File: config.mk
export PLATFORM = sky130hd
export DESIGN_NAME = pgaddr_ctr
export DESIGN_NICKNAME = d
export VERILOG_FILES = /design/src/rtl/pgaddr_pkg.sv /design/src/rtl/pgaddr_field_sel.sv /design/src/rtl/pgaddr_step_unit.sv /design/src/rtl/pgaddr_merge.sv /design/src/rtl/pgaddr_ctr.sv
export SDC_FILE = /design/constraint.sdc
export NUM_CORES = 1
export LEC_CHECK = 0
export BUFFER_PORTS_ARGS = -buffer_cell sky130_fd_sc_hd__buf_2
export CELL_PAD_IN_SITES_DETAIL_PLACEMENT = 0
export CELL_PAD_IN_SITES_GLOBAL_PLACEMENT = 2
export CORE_MARGIN = 2
export CORE_UTILIZATION = 33
export DETAILED_ROUTE_END_ITERATION = 12
export GPL_ROUTABILITY_DRIVEN = 0
export PLACE_DENSITY = 0.93
export SLEW_MARGIN = 10
export SYNTH_ARGS = -nofsm -noshare
export SYNTH_HDL_FRONTEND = slang
export SYNTH_SLANG_ARGS = --single-unit
File: constraint.sdc
create_clock -name clk -period 9.5 [get_ports clk]
set_clock_uncertainty 0.15 [all_clocks]
set_input_delay 0.475 -clock clk [delete_from_list [all_inputs] [get_ports clk]]
set_output_delay 0.475 -clock clk [all_outputs]
set_load 0.01 [all_outputs]
File: src/rtl/pgaddr_pkg.sv
package pgaddr_pkg;
  localparam int unsigned PG_ADDR_W = 24;
  localparam int unsigned PG_CNT_W  = 16;

  typedef enum logic {
    XFER_BYTE = 1'b0,
    XFER_WORD = 1'b1
  } xfer_width_e;
endpackage

File: src/rtl/pgaddr_field_sel.sv
// Picks the counting field out of the current address for the chosen width.
module pgaddr_field_sel
  import pgaddr_pkg::*;
#(
  parameter int unsigned ADDR_W = PG_ADDR_W,
  parameter int unsigned CNT_W  = PG_CNT_W
) (
  input  logic [ADDR_W-1:0] cur_addr,
  input  xfer_width_e       width,
  output logic [CNT_W-1:0]  field
);
  always_comb begin
    if (width == XFER_WORD) field = cur_addr[CNT_W:1];
    else                    field = cur_addr[CNT_W-1:0];
  end
endmodule

File: src/rtl/pgaddr_step_unit.sv
// Wrapping up/down step of the counting field; never produces a carry out.
module pgaddr_step_unit #(
  parameter int unsigned CNT_W = 16
) (
  input  logic [CNT_W-1:0] field_in,
  input  logic             down,
  output logic [CNT_W-1:0] field_out
);
  localparam logic [CNT_W-1:0] ONE = {{(CNT_W-1){1'b0}}, 1'b1};

  always_comb begin
    if (down) field_out = field_in - ONE;
    else      field_out = field_in + ONE;
  end
endmodule

File: src/rtl/pgaddr_merge.sv
// Rebuilds the full address from the untouched page bits and the new field.
module pgaddr_merge
  import pgaddr_pkg::*;
#(
  parameter int unsigned ADDR_W = PG_ADDR_W,
  parameter int unsigned CNT_W  = PG_CNT_W
) (
  input  logic [ADDR_W-1:0] cur_addr,
  input  logic [CNT_W-1:0]  field,
  input  xfer_width_e       width,
  output logic [ADDR_W-1:0] next_addr
);
  localparam int unsigned PG_BYTE_LO = CNT_W;
  localparam int unsigned PG_WORD_LO = CNT_W + 1;

  logic [ADDR_W-1:0] byte_form;
  logic [ADDR_W-1:0] word_form;

  generate
    genvar b;
    for (b = 0; b < ADDR_W; b++) begin : g_bit
      if (b < PG_BYTE_LO) begin : g_byte_cnt
        assign byte_form[b] = field[b];
      end else begin : g_byte_pg
        assign byte_form[b] = cur_addr[b];
      end

      if (b == 0) begin : g_word_lsb
        assign word_form[b] = 1'b0;
      end else if (b < PG_WORD_LO) begin : g_word_cnt
        assign word_form[b] = field[b-1];
      end else begin : g_word_pg
        assign word_form[b] = cur_addr[b];
      end
    end
  endgenerate

  assign next_addr = (width == XFER_WORD) ? word_form : byte_form;
endmodule

File: src/rtl/pgaddr_ctr.sv
module pgaddr_ctr
  import pgaddr_pkg::*;
#(
  parameter int unsigned ADDR_W = PG_ADDR_W,
  parameter int unsigned CNT_W  = PG_CNT_W
) (
  input  logic              clk,
  input  logic              rst,
  input  logic              load_en,
  input  logic [ADDR_W-1:0] load_addr,
  input  logic              step_en,
  input  logic              dir_down,
  input  logic              word_mode,
  output logic [ADDR_W-1:0] addr_out
);
  xfer_width_e       width;
  logic [CNT_W-1:0]  cur_field;
  logic [CNT_W-1:0]  new_field;
  logic [ADDR_W-1:0] stepped;
  logic [ADDR_W-1:0] addr_q;

  assign width = word_mode ? XFER_WORD : XFER_BYTE;

  pgaddr_field_sel #(.ADDR_W(ADDR_W), .CNT_W(CNT_W)) u_sel (
    .cur_addr (addr_q),
    .width    (width),
    .field    (cur_field)
  );

  pgaddr_step_unit #(.CNT_W(CNT_W)) u_step (
    .field_in  (cur_field),
    .down      (dir_down),
    .field_out (new_field)
  );

  pgaddr_merge #(.ADDR_W(ADDR_W), .CNT_W(CNT_W)) u_merge (
    .cur_addr  (addr_q),
    .field     (new_field),
    .width     (width),
    .next_addr (stepped)
  );

  always_ff @(posedge clk) begin
    if (rst)          addr_q <= '0;
    else if (load_en) addr_q <= load_addr;
    else if (step_en) addr_q <= stepped;
  end

  assign addr_out = addr_q;
endmodule

After elaboration in Yosys (flattened, before gate mapping)
Index checks and enable logic that the tools add are counted.
{ "totals": {"reg_bits": 24, "inputBits": 30, "output_inout_bits": 24, "word_cells": 14} }
{ "op_classes": {"add_sub_neg": 2, "n_mux": 6, "reduce_logical": 3} }
{ "ops": {"columns": ["operator", "n"], "rows": [
  ["2-to-1 mux 24 bit", 2],
  ["2-to-1 mux 16 bit", 2],
  ["2-to-1 mux 17 bit", 1],
  ["adder 16 x 1 -> 16 bit, second input constant", 1],
  ["subtractor 16 x 1 -> 16 bit, second input constant", 1],
  ["nonzero test 2 bit", 2],
  ["AND reduction 2 bit", 1],
  ["2-to-1 mux 1 bit", 1]
]} }

Longest topological paths before layout
{ "logic_depth": {"ltp_word": 7, "mapped_depth": 13, "mapped_depth_nobuf": 10} }

Modules after synthesis
A second synthesis with hierarchy kept.
{ "hier_totals": {"hier_cells": 250, "hier_area_um2": 2527.4} }
{ "modules_own_cells": {"columns": ["mod", "instances", "cells_per_inst", "area_per_inst_um2", "seq_area_each_um2"], "rows": [
  ["pgaddr_ctr", 1, 106, 1233.7, 480.5],
  ["pgaddr_step_unit", 1, 100, 738.2, 0.0],
  ["pgaddr_merge", 1, 26, 306.5, 0.0],
  ["pgaddr_field_sel", 1, 18, 249.0, 0.0]
]} }

Worst setup path after synthesis
OpenSTA, ideal clock, no wires.
{ "synth_timing": {"path_type": "input-to-reg", "from": "input port word_mode", "to": "register addr_q[12] (netlist: addr_out[12])", "setup_time_ns": 0.134, "arrival_ns": 3.083, "required_ns": 9.216, "path_slack_ns": 6.133, "cell_stages": 13, "path_buffers": 4, "path_cell_list": "buf_6 clkbuf_1 buf_2 mux2_2 ha_1 buf_2 a21o_1 a221oi_2 o21ba_2 o21ai_1 xor2_1 a221oi_1 a211oi_1"} }
{ "synth_via": {"elab_chain_cells": 7, "word_cells_on_any_way": 8, "classes_between": "add/sub: 2; mux: 6"} }
{ "synth_rtl": {"columns": ["item", "line", "rtl"], "rows": [
  ["start: declaration", "pgaddr_ctr.sv:13", "input logic word_mode,"],
  ["2-to-1 mux 1 bit *", "pgaddr_ctr.sv:22", "assign width = word_mode ? XFER_WORD : XFER_BYTE;"],
  ["2-to-1 mux 16 bit", "pgaddr_field_sel.sv:13", "if (width == XFER_WORD) field = cur_addr[CNT_W:1];"],
  ["adder 16 x 1 -> 16 bit / subtractor 16 x 1 -> 16 bit (equally long branches)", "pgaddr_step_unit.sv:13, pgaddr_step_unit.sv:12", null],
  ["2-to-1 mux 16 bit", "pgaddr_step_unit.sv:12", "if (down) field_out = field_in - ONE;"],
  ["2-to-1 mux 17 bit *", "pgaddr_merge.sv:38", "assign next_addr = (width == XFER_WORD) ? word_form : byte_form;"],
  ["2-to-1 mux 24 bit *", "pgaddr_ctr.sv:46", "else if (step_en) addr_q <= stepped;"],
  ["2-to-1 mux 24 bit *", "pgaddr_ctr.sv:45", "else if (load_en) addr_q <= load_addr;"],
  ["end signal: assignment", "pgaddr_ctr.sv:45", null],
  ["end signal: assignment", "pgaddr_ctr.sv:46", null],
  ["end: declaration", "pgaddr_ctr.sv:20", "logic [ADDR_W-1:0] addr_q;"]
]} }
Every way passes the cells marked *; elsewhere a longest branch is shown, timed or not. The select of a mux whose other input is x is not followed.
A chain may end at the register's enable or synchronous reset.

Worst setup path in the final report
{ "layout_timing": {"from": "input port word_mode", "to": "register addr_q[10] (netlist: addr_out[10])"} }
The elaborated chain is that of the path after synthesis.

==> run metrics <==
initial antenna violation count 0; filler cell count 667; P_leak 1.185 nW; I/O pin count 54; Synthesized Nets 319; largest net degree at the start of global routing 38; GR Util All Layers 15.70%; Worst path max stage delay between 0.5 and 0.6 ns; CORE AREA 0.006422 sq mm; CTS root buf clkbuf_8; Hold WS 0.2816 ns; total wire length 5764 microns; total iterations of the first detailed-routing run 6; final std cell area, no fill 0.002542 sq mm; crit end category flop; TNS Setup 0 ns; Area growth, synth to finish 15.32%; multi-input logic area 0.001634 sq mm; vias in the first global route 1,853; CTS tree built; most used cell, CP o21ai_1; Seq cells post-synth 24; layout cells sized above 1 27.39%; post-route ant nets 0; clk_lat worst skew 0.27 ns; Pwr Density between 100 and 150 mW/mm^2; first-pass GRT wire length 9315 microns; Buffers & Inverters on Critical Path 1; critical path startpoint category primary input; fin crit share 33.40%; Overall Power 0.3559 mW; RSZ-0062 raised after global routing no; DR vias/cell 5.340; Tmin final roughly 3.2 ns; crit path kind primary input to flop; die area 0.007350 sq mm; Seq. cell area 480.5 sq um; Arrival @ worst endpoint 3.22 ns; Remaining Overflow, GRT 0; Max-Cap Viols 0; Avg Cell Area, Syn 8.046 sq um; top post-synthesis cells by area dfxtp_1, ha_1, mux2i_1, mux2_2, nor2_1; hold endpoint addr_out[17]$_SDFFE_PP0P_; worst r2r path cells 9; Synth top area share 21.79%; WL per Instance ~15 microns; H-tree levels 1; Async S/R FF share, synth 0%; FP Rows 29; setup slack, reg-to-reg 6.82 ns; delay-heaviest family, CP compound AO/OA/AOI/OAI gates; Nets 360; post-DP HPWL 4619 microns; 1st-iter DRT viols 104; Die Span Y 85.74 microns; CTS Buffer Depth 2; Syn. warnings 0; Initial Util 34.33%; total CTS buffers 3; DP Area 0.002487 sq mm; Setup violations, final 0; CTS sink count 24; ys flop type dfxtp_1; crit-path cells buf_2, mux2_2, fa_1, a21oi_1, o21ai_1, a21oi_2, o21ai_1, xor2_1, mux2i_1, a211oi_1; Slew headroom 52.73%; Post-synth EDFFs 0; status completed; max reg flops 24; Post-CTS Setup Bufs 0; Peak Freq 315.1 MHz; Hold Buf Count CTS 0; crit-path max FO 32; Worst Hold Class primary input to flop; synthesized instance count between 200 and 300; CP Data Required Time approximately 9.5 ns; cell taking the most area after synthesis dfxtp_1; Slew @ Worst Pin 0.7091 ns; Clk pin slew, worst setup/hold paths 0.09 ns; Vias 2,088; Crit-path slowest cell buf_2; Max IR drop VDD 35.73 uV; final-report hold violation count 0; post-cts gate resize count 0; antenna cells 0; PortBufs 53; post-synthesis sequential area ratio 21.79%; drc violations 0; die span in x 85.74 microns; Final Max Slew Viols 0; Hold Path Depth 3; Synth Cell Area 0.002205 sq mm; HP Start load_addr[17]; Yosys cell types 51; reg2reg start addr_out[1]$_SDFFE_PP0P_; reg2reg end addr_out[10]$_SDFFE_PP0P_
-- final cells by class --
cell class | count | share of cell area [%]
tap | 77 | 3.789
inverter | 3 | 0.4429
timing repair buffer | 53 | 10.43
sequential | 24 | 18.90
multi-input combinational | 230 | 64.27
clock buffer | 4 | 2.165
-- power breakdown --
part	switching, mW	internal, mW
Sequential	0.00951	0.110
Combinational	0.0952	0.0705
Clock	0.0341	0.0371
-- worst max path at each step --
stage,cells after the start,start,slack (ns),endpoint
floorplan,13,word_mode,6.13,addr_out[12]$_SDFFE_PP0P_
global placement,10,word_mode,6.08,addr_out[12]$_SDFFE_PP0P_
detailed placement,11,word_mode,6.03,addr_out[13]$_SDFFE_PP0P_
CTS,10,word_mode,6.32,addr_out[13]$_SDFFE_PP0P_
global route,11,word_mode,6.12,addr_out[6]$_SDFFE_PP0P_
finish,10,word_mode,6.33,addr_out[10]$_SDFFE_PP0P_
-- tightest hold or removal path: stages --
cell and delay, ns:
buf_2 0.08, mux2i_1 0.06, nor2_1 0.07
-- metrics by stage --
stage	setup slack [ns]	util, %	instances
global placement	6.076	38.73	387
finish	6.327	39.59	391
floorplan	6.133	-	274
CTS	6.321	39.59	391
detailed placement	6.028	38.73	387
global route	6.123	39.59	391
-- cell families after synthesis --
kind of cell | count (synthesis) | share of synthesized area [%]
DFF | 24 | 21.79
AOI/OAI and AO/OA | 84 | 27.07
adders and majority gates | 15 | 8.854
xor gates and xnor gates | 14 | 5.562
muxes | 31 | 15.44
and+or+nand+nor | 86 | 17.20
buffers and inverters | 20 | 4.086
-- Yosys cell counts (all sizes together) (2+ instances only) --
library cell,number
nor3,5
xnor2,5
and2,2
a311oi,2
or3,2
o31ai,4
nand2b,4
mux2i,17
o22ai,3
nand2,21
buf,10
clkbuf,7
a21oi,25
nand3,2
or2,3
a221oi,3
o21a,2
a21o,6
dfxtp,24
nand4,2
o21ai,17
o211ai,5
xor2,9
ha,14
nor2b,4
and3,2
inv,3
nor2,39
mux2,14
a211oi,6
-- routing by layer --
layer	track usage (%)	share of wire, %	vias up
met4	5.195	1.3	0
met3	0.9625	3.9	6
met5	0	0	-
li1	-	-	1077
met2	23.15	44	37
met1	24.11	51	968
-- cell usage in the layout, fill, tap and decap left out, drive strengths merged, types with 3 or more instances in the layout --
cell type | synthesis | layout
inv | 3 | 3
nor3 | 5 | 5
a21oi | 25 | 25
buf | 10 | 53
or2 | 3 | 3
dfxtp | 24 | 24
o21ai | 17 | 17
a21o | 6 | 6
nor2 | 39 | 39
mux2i | 17 | 17
xor2 | 9 | 9
nand2 | 21 | 21
a211oi | 6 | 6
nor2b | 4 | 4
ha | 14 | 14
mux2 | 14 | 14
clkbuf | 7 | 4
o31ai | 4 | 4
xnor2 | 5 | 5
o22ai | 3 | 3
nand2b | 4 | 4
a221oi | 3 | 3
o211ai | 5 | 5
Power figures use the tool's default switching activity.
